`config.mk`:
```
export PLATFORM = sky130hd
export DESIGN_NAME = isa_dreq_channel
export DESIGN_NICKNAME = d
export VERILOG_FILES = /design/src/rtl/isa_dreq_pkg.sv /design/src/rtl/isa_dreq_sync.sv /design/src/rtl/isa_dreq_ctrl.sv /design/src/rtl/isa_dreq_datapath.sv /design/src/rtl/isa_dreq_channel.sv
export SDC_FILE = /design/constraint.sdc
export NUM_CORES = 1
export LEC_CHECK = 0
export BUFFER_PORTS_ARGS = -buffer_cell sky130_fd_sc_hd__buf_2
export CAP_MARGIN = 15
export CORE_MARGIN = 2
export CORE_UTILIZATION = 43
export CTS_BUF_LIST = sky130_fd_sc_hd__clkbuf_16
export CTS_CLUSTER_SIZE = 16
export DETAILED_ROUTE_END_ITERATION = 7
export PLACE_DENSITY_LB_ADDON = 0.2
export REMOVE_ABC_BUFFERS = 1
export SYNTH_ARGS = -nofsm -noshare
export SYNTH_HDL_FRONTEND = slang
export SYNTH_SLANG_ARGS = --single-unit
```
`constraint.sdc`:
```
create_clock -name clk -period 2.65 [get_ports clk]
set_clock_uncertainty 0.2 [all_clocks]
set_input_delay 0.1325 -clock clk [delete_from_list [all_inputs] [get_ports clk]]
set_output_delay 0.1325 -clock clk [all_outputs]
set_load 0.005 [all_outputs]
```
`src/rtl/isa_dreq_pkg.sv`:
```
package isa_dreq_pkg;

    localparam int unsigned LANE_BITS = 8;
    localparam int unsigned MAX_LANES = 2;
    localparam int unsigned BUS_BITS  = LANE_BITS * MAX_LANES;

    typedef enum logic {
        DIR_FROM_MEM = 1'b0,
        DIR_TO_MEM   = 1'b1
    } xfer_dir_e;

    // Bus inputs decoded to active-high form
    typedef struct packed {
        logic ack;
        logic rd;
        logic wr;
        logic tc;
    } bus_view_t;

    // Registered control state leaving the controller
    typedef struct packed {
        logic drq;
        logic master;
        logic done;
    } ctrl_state_t;

    // Low channels move bytes, high channels move words
    function automatic int unsigned lanes_for_channel(input int unsigned ch);
        return (ch >= 5) ? 2 : 1;
    endfunction

endpackage

```
`src/rtl/isa_dreq_sync.sv`:
```
module isa_dreq_sync #(
    parameter int unsigned STAGES = 2
) (
    input  logic clk,
    input  logic rst,
    input  logic d,
    output logic q
);
    logic [STAGES-1:0] chain_q;

    generate
        if (STAGES == 1) begin : g_one
            always_ff @(posedge clk) begin
                if (rst) chain_q <= '0;
                else     chain_q <= d;
            end
        end else begin : g_many
            always_ff @(posedge clk) begin
                if (rst) chain_q <= '0;
                else     chain_q <= {chain_q[STAGES-2:0], d};
            end
        end
    endgenerate

    assign q = chain_q[STAGES-1];

endmodule

```
`src/rtl/isa_dreq_ctrl.sv`:
```
module isa_dreq_ctrl
    import isa_dreq_pkg::*;
(
    input  logic        clk,
    input  logic        rst,
    input  logic        req_s,
    input  logic        cascade_en,
    input  logic        ack,
    input  logic        tc,
    input  logic        strobe_act,
    input  logic        done_clr,
    output ctrl_state_t st
);
    logic drq_q, master_q, done_q;
    logic done_set;

    // End of block only counts under an acknowledged data strobe
    assign done_set = tc && ack && strobe_act && !cascade_en;

    always_ff @(posedge clk) begin
        if (rst) begin
            drq_q    <= 1'b0;
            master_q <= 1'b0;
            done_q   <= 1'b0;
        end else begin
            done_q   <= done_set || (done_q && !done_clr);
            master_q <= cascade_en && ack;
            if (done_q || done_set)
                drq_q <= 1'b0;
            else
                drq_q <= (drq_q && !ack) || req_s;
        end
    end

    assign st.drq    = drq_q;
    assign st.master = master_q;
    assign st.done   = done_q;

    assert_drq_hold_R2: assert property (@(posedge clk) disable iff (rst)
        (drq_q && !ack && !done_q) |=> drq_q);

    assert_done_sticky_R9: assert property (@(posedge clk) disable iff (rst)
        (done_q && !done_clr) |=> done_q);

    assert_drq_off_when_done_R11: assert property (@(posedge clk) disable iff (rst)
        done_q |-> !drq_q);

    assert_master_needs_cascade_R12: assert property (@(posedge clk) disable iff (rst)
        master_q |-> $past(cascade_en && ack));

endmodule

```
`src/rtl/isa_dreq_datapath.sv`:
```
module isa_dreq_datapath
    import isa_dreq_pkg::*;
#(
    parameter int unsigned LANES = 2
) (
    input  logic                 clk,
    input  logic                 rst,
    input  logic                 ack,
    input  logic                 rd,
    input  logic                 wr,
    input  xfer_dir_e            dir,
    input  logic                 cascade_en,
    input  logic [BUS_BITS-1:0]  src_data,
    input  logic [BUS_BITS-1:0]  bus_din,
    output logic [BUS_BITS-1:0]  bus_dout,
    output logic [MAX_LANES-1:0] bus_oe,
    output logic [BUS_BITS-1:0]  snk_data,
    output logic                 beat,
    output logic                 strobe_act
);
    logic rd_act, wr_act;
    logic act_q, beat_q;

    // The acknowledge replaces the address decode
    assign rd_act     = ack && rd && (dir == DIR_TO_MEM)   && !cascade_en;
    assign wr_act     = ack && wr && (dir == DIR_FROM_MEM) && !cascade_en;
    assign strobe_act = rd_act || wr_act;

    generate
        for (genvar g = 0; g < MAX_LANES; g++) begin : g_lane
            if (g < LANES) begin : g_on
                logic [LANE_BITS-1:0] cap_q;
                always_ff @(posedge clk) begin
                    if (rst)         cap_q <= '0;
                    else if (wr_act) cap_q <= bus_din[g*LANE_BITS +: LANE_BITS];
                end
                assign snk_data[g*LANE_BITS +: LANE_BITS] = cap_q;
                assign bus_dout[g*LANE_BITS +: LANE_BITS] = src_data[g*LANE_BITS +: LANE_BITS];
                assign bus_oe[g] = rd_act;
            end else begin : g_off
                assign snk_data[g*LANE_BITS +: LANE_BITS] = '0;
                assign bus_dout[g*LANE_BITS +: LANE_BITS] = '0;
                assign bus_oe[g] = 1'b0;
            end
        end
    endgenerate

    // A word counts as moved when its strobe is released
    always_ff @(posedge clk) begin
        if (rst) begin
            act_q  <= 1'b0;
            beat_q <= 1'b0;
        end else begin
            act_q  <= strobe_act;
            beat_q <= act_q && !strobe_act;
        end
    end

    assign beat = beat_q;

    assert_oe_needs_ack_R8: assert property (@(posedge clk) disable iff (rst)
        (|bus_oe) |-> ack);

    assert_beat_after_ack_R7: assert property (@(posedge clk) disable iff (rst)
        beat_q |-> $past(ack, 2));

endmodule

```
`src/rtl/isa_dreq_channel.sv`:
```
module isa_dreq_channel
    import isa_dreq_pkg::*;
#(
    parameter int unsigned CHANNEL     = 5,
    parameter int unsigned SYNC_STAGES = 2
) (
    input  logic        clk,
    input  logic        rst,
    input  logic        src_req,
    input  logic        xfer_dir,
    input  logic        cascade_en,
    input  logic        dack_n,
    input  logic        ior_n,
    input  logic        iow_n,
    input  logic        tc,
    input  logic        done_clr,
    input  logic [15:0] src_data,
    input  logic [15:0] bus_din,
    output logic        dreq,
    output logic        master_n,
    output logic        done,
    output logic        beat,
    output logic [15:0] bus_dout,
    output logic [1:0]  bus_oe,
    output logic [15:0] snk_data
);
    localparam int unsigned LANES = lanes_for_channel(CHANNEL);

    bus_view_t   view;
    ctrl_state_t st;
    logic        req_s;
    logic        strobe_act;

    assign view.ack = !dack_n;
    assign view.rd  = !ior_n;
    assign view.wr  = !iow_n;
    assign view.tc  = tc;

    isa_dreq_sync #(.STAGES(SYNC_STAGES)) u_sync (
        .clk (clk),
        .rst (rst),
        .d   (src_req),
        .q   (req_s)
    );

    isa_dreq_ctrl u_ctrl (
        .clk        (clk),
        .rst        (rst),
        .req_s      (req_s),
        .cascade_en (cascade_en),
        .ack        (view.ack),
        .tc         (view.tc),
        .strobe_act (strobe_act),
        .done_clr   (done_clr),
        .st         (st)
    );

    isa_dreq_datapath #(.LANES(LANES)) u_dp (
        .clk        (clk),
        .rst        (rst),
        .ack        (view.ack),
        .rd         (view.rd),
        .wr         (view.wr),
        .dir        (xfer_dir_e'(xfer_dir)),
        .cascade_en (cascade_en),
        .src_data   (src_data),
        .bus_din    (bus_din),
        .bus_dout   (bus_dout),
        .bus_oe     (bus_oe),
        .snk_data   (snk_data),
        .beat       (beat),
        .strobe_act (strobe_act)
    );

    assign dreq     = st.drq;
    assign master_n = !st.master;
    assign done     = st.done;

endmodule

```
# [Word-level counts from Yosys, hierarchy flattened]
# Cells that the tools add are included.
[totals] regBits=23 out_inout_bits=38 wordCells=34
[op_classes] bitwise_logic=1 reduce_logical=25
[op_table] operator="logical AND 1 bit" count=13
[op_table] operator="zero test 1 bit" count=7
[op_table] operator="logical OR 1 bit" count=4
[op_table] operator="OR reduction 2 bit" count=1
[op_table] operator="inverter 1 bit" count=1

# [Depth between registers and ports, before layout]
[depth] ltp_word=9 depth_mapped=4 mapped_depth_nobuf=2

# [Cells and area by module]
# Synthesis repeated with hierarchy kept, for this count alone.
[unflattened] hier_cells=120 area_unflattened_um2=1148.6
[modules_own_cells] module="isa_dreq_datapath" n_inst=1 cells_per_inst=98 area_each_um2=950.9
[modules_own_cells] module="isa_dreq_ctrl" n_inst=1 cells_per_inst=14 area_each_um2=130.1
[modules_own_cells] module="isa_dreq_sync" n_inst=1 cells_per_inst=4 area_each_um2=52.6
[modules_own_cells] module="isa_dreq_channel" n_inst=1 cells_per_inst=4 area_each_um2=15.0

# [Worst setup path after synthesis]
# Ideal clock, no wire load.
[synth_path] kind="input to register" startpoint="in dack_n" endpoint="reg u_dp.g_lane[0].g_on.cap_q[2]" setup_ns=0.072 arrival_time_ns=1.108 setup_slack_ns=1.271 cell_stages=4 n_path_buf=2 path_cell_list="buf_6 nor4_4 buf_6 mux2i_1"
[synth_between] elab_chain_len=4
[synth_lines] element="start, declared" line="isa_dreq_channel.sv:12" source="input logic dack_n,"
[synth_lines] element="zero test 1 bit" line="isa_dreq_channel.sv:34" source="assign view.ack = !dack_n;"
[synth_lines] element="logical AND 1 bit (3 in series)" line="isa_dreq_datapath.sv:26" source="assign wr_act = ack && wr && (dir == DIR_FROM_MEM) && !cascade_en;"
[synth_lines] element="end signal, assigned" line="isa_dreq_datapath.sv:35" source="else if (wr_act) cap_q <= bus_din[g*LANE_BITS +: LANE_BITS];"
[synth_lines] element="end, declared" line="isa_dreq_datapath.sv:32" source="logic [LANE_BITS-1:0] cap_q;"
# Every way passes these cells.
# A chain may end at the register's enable or synchronous reset.

# [Worst setup path in the final report]
[layout_path] startpoint="in dack_n" endpoint="out bus_oe[0]"
[layout_between] elab_chain_len=4
[layout_lines] element="zero test 1 bit" line="isa_dreq_channel.sv:34"
[layout_lines] element="logical AND 1 bit (3 in series)" line="isa_dreq_datapath.sv:25" source="assign rd_act = ack && rd && (dir == DIR_TO_MEM) && !cascade_en;"
[layout_lines] element="end, declared" line="isa_dreq_channel.sv:24" source="output logic [1:0] bus_oe,"
# Every way passes these cells.

==> impl_results.md <==
- Commonest cells post-synth: nand2b_1 (32), dfxtp_1 (23), buf_4 (18)
- First-pass GRT wire length: about 4000 microns
- Slew @ Worst Pin: 0.474 ns
- Number of global-route vias before repair: 939
- Crit end category: primary output
- Startpoint types: input port
- Pre-CTS setup slack: 1.28 ns
- Slew Viols, Final: 0
- Reg clk slew, reported paths: ~0.060 ns
- Fin util: 0.618
- Vias post-DR: between 900 and 1000
- Count leader, synth: nand2b_1
- Max Freq: 580 MHz
- IO Count: 80
- Most used cell, CP: buf_2
- Remaining antenna violation count: 0
- Synth Cell Area: 1130 sq um
- Pwr dens: roughly 510 nW/um^2
- Drt wl/cell: around 13 microns
- Tcrit/Tclk final: 0.650
- Internal: 0.000618 W
- Mean Syn Cell Area: 10.2 sq um
- Status: complete, no violations
- Hold WC Path Type: input port to flop
- Placed Cells: 165
- Top_reg_cell synth: dfxtp_1
- Setup TNS: 0 ns
- # DRC: 0
- Max capacitance violation total: 0
- Netlist cell types: 19
- CTS sink cnt: 23
- Total wire length: about 2400 microns
- H-tree levels: 1
- CP Cell Sequence: dlygate4sd3_1 > buf_2 > nor4b_1 > buf_2
- Initial antenna violation count: 0
- Largest cells by area after synthesis: dfxtp_1 (41%), nand2b_1 (18%), mux2i_1 (14%)
- Worst path arrival time: 1.39 ns
- Top-area cell type share of the netlist area: 0.407
- Clock root buffer: clkbuf_16
- Die width: 55.3 microns
- Gr ovfl total: 0
- Leak pwr: between 0.6 and 0.7 nW
- Unrepaired setup endpoints after global routing: no
- #FFs+latches synth: 23
- RD Place Congestion: 0.659
- Minimum hold slack: 0.0356 ns
- Clock power frac: 0.419
- Port buffer count: between 40 and 50
- N_diodes: 0
- Die footprint: 3060 sq um
- Seq/Total Area, Yosys: 0.407
- NetSw: roughly 0.00016 W
- Final setup fails: 0
- Buf/Inv on CP: 3
- Die Ht: 55.3 microns
- Fin crit period: roughly 1.7 ns
- Critical path's slowest cell: dlygate4sd3_1
- Clock Latency Late Sink: 0.25 ns
- TritonCTS clock tree: built
- First drt pass iteration count: 3
- Asr flop ratio synth: 0
- P&R area growth vs syn: 35.4%
- CP max stage delay: about 0.53 ns
- Req. time, crit path: 2.32 ns
- Synth Instances: between 100 and 150
- Max VDD drop: 341 uV
- DRT iter0 DRCs: 4
- Post-DR vias/cell: 4.76
- Sequential Power Share: 0.461
- Core Region: 2480 sq um
- Ys Warns: 0
- # rows: 18
- Crit Path Class: input port to primary output
- Max-slew headroom: 0.684
- Layout cell share with drive strength beyond 1: 0.356
- Nets: 203
- Cell taking the most area after synthesis: dfxtp_1
- Starting Density: 0.457
- Final worst slack: 0.927 ns
- Switching Fraction: 0.206
- EDFF count, synth: 0
- Final hold vios: 0
- Gate power share: 0.120
- Worst Path Max Fanout: 8
- Total GRT Usage: 0.165
- Finished Layout Cells: 190
- CTS Buf Count: 3
- Pin count of the biggest net entering global routing: 40
- Post-detail-place hpwl: 1630 microns
- Max clock buf depth: 2
- Delay-heaviest family, CP: buffers and inverters
-- final timing paths --
kind / cells past startpoint / from / slack (ns) / endpoint
setup / recovery: 4 / dack_n / 0.93 / bus_oe[0]
setup reg to reg: 2 / u_ctrl.drq_q / 1.69 / u_ctrl.drq_q
hold / removal: 3 / tc / 0.04 / u_ctrl.done_q
hold reg to reg: 1 / u_dp.act_q / 0.26 / u_dp.beat
-- state kept, by name, summed over array words and instances (netlist names) --
signal,count
u_ctrl.drq_q,1
u_dp.act_q,1
u_ctrl.master_q,1
u_dp.beat,1
u_ctrl.done_q,1
u_dp.g_lane.g_on.cap_q,16
u_sync.chain_q,2
-- power by group through the flow --
stage / combinational [W] / sequential (W) / clock [W]
after floorplan: 0.0000301 / 0.000367 / 0
after global placement: 0.0000686 / 0.000366 / 0
after detailed placement: 0.0000710 / 0.000366 / 0
after CTS: 0.0000942 / 0.000358 / 0.000333
after global routing: 0.000103 / 0.000359 / 0.000355
final: 0.0000935 / 0.000359 / 0.000326
-- through the flow --
stage | area (sq um) | power, W
finish | 1530 | 0.000778
global route | 1530 | 0.000817
CTS | 1530 | 0.000786
detailed placement | 1240 | 0.000437
global placement | 1240 | 0.000435
floorplan | 958 | 0.000397
-- routing by layer --
| metal | GRT usage | up-vias | share of wire |
|---|---|---|---|
| li1 | - | 446 | - |
| met1 | 0.170 | 401 | 0.39 |
| met2 | 0.274 | 56 | 0.47 |
| met3 | 0.105 | 2 | 0.13 |
| met4 | 0.0523 | 0 | 0.0037 |
| met5 | 0 | - | 0 |
-- cell families (layout without fill, tap and decap cells) --
group,after synthesis,after routing,synth area share
AO/OA/AOI/OAI,4,4,0.0354
AND/OR/NAND/NOR,40,40,0.243
flip-flops,23,23,0.407
multiplexers,17,17,0.152
buffers and inverters,27,76,0.163
-- layout make-up --
cell class                 instances  area [sq um]
clock inverter                     1          7.51
tap                               30          37.5
fill                             219           946
timing repair buffer              69           453
clock buffer                       3          75.1
sequential                        23           460
multi-input combinational         61           487
inverter                           3          11.3
-- tightest hold or removal path, cell delays in order --
cell and delay (ns):
buf_2 0.10, or4b_1 0.15, o32ai_1 0.06
-- timing repair --
| action | 4_1_cts | 5_1_grt |
|---|---|---|
| gates resized for setup | 0 | 0 |
| setup buffers | 0 | 0 |
| hold endpoints to repair | 20 | 0 |
| hold buffers | 21 | 0 |
-- placed cells by master, fill, tap and decap left out, types with 2 or more instances in the layout --
cell type	count
buf_2	47
nand2b_1	32
nor2b_1	2
mux2i_1	16
dlygate4sd3_1	21
inv_1	3
clkbuf_16	3
dfxtp_1	23
(Power assumes the default switching activity.)
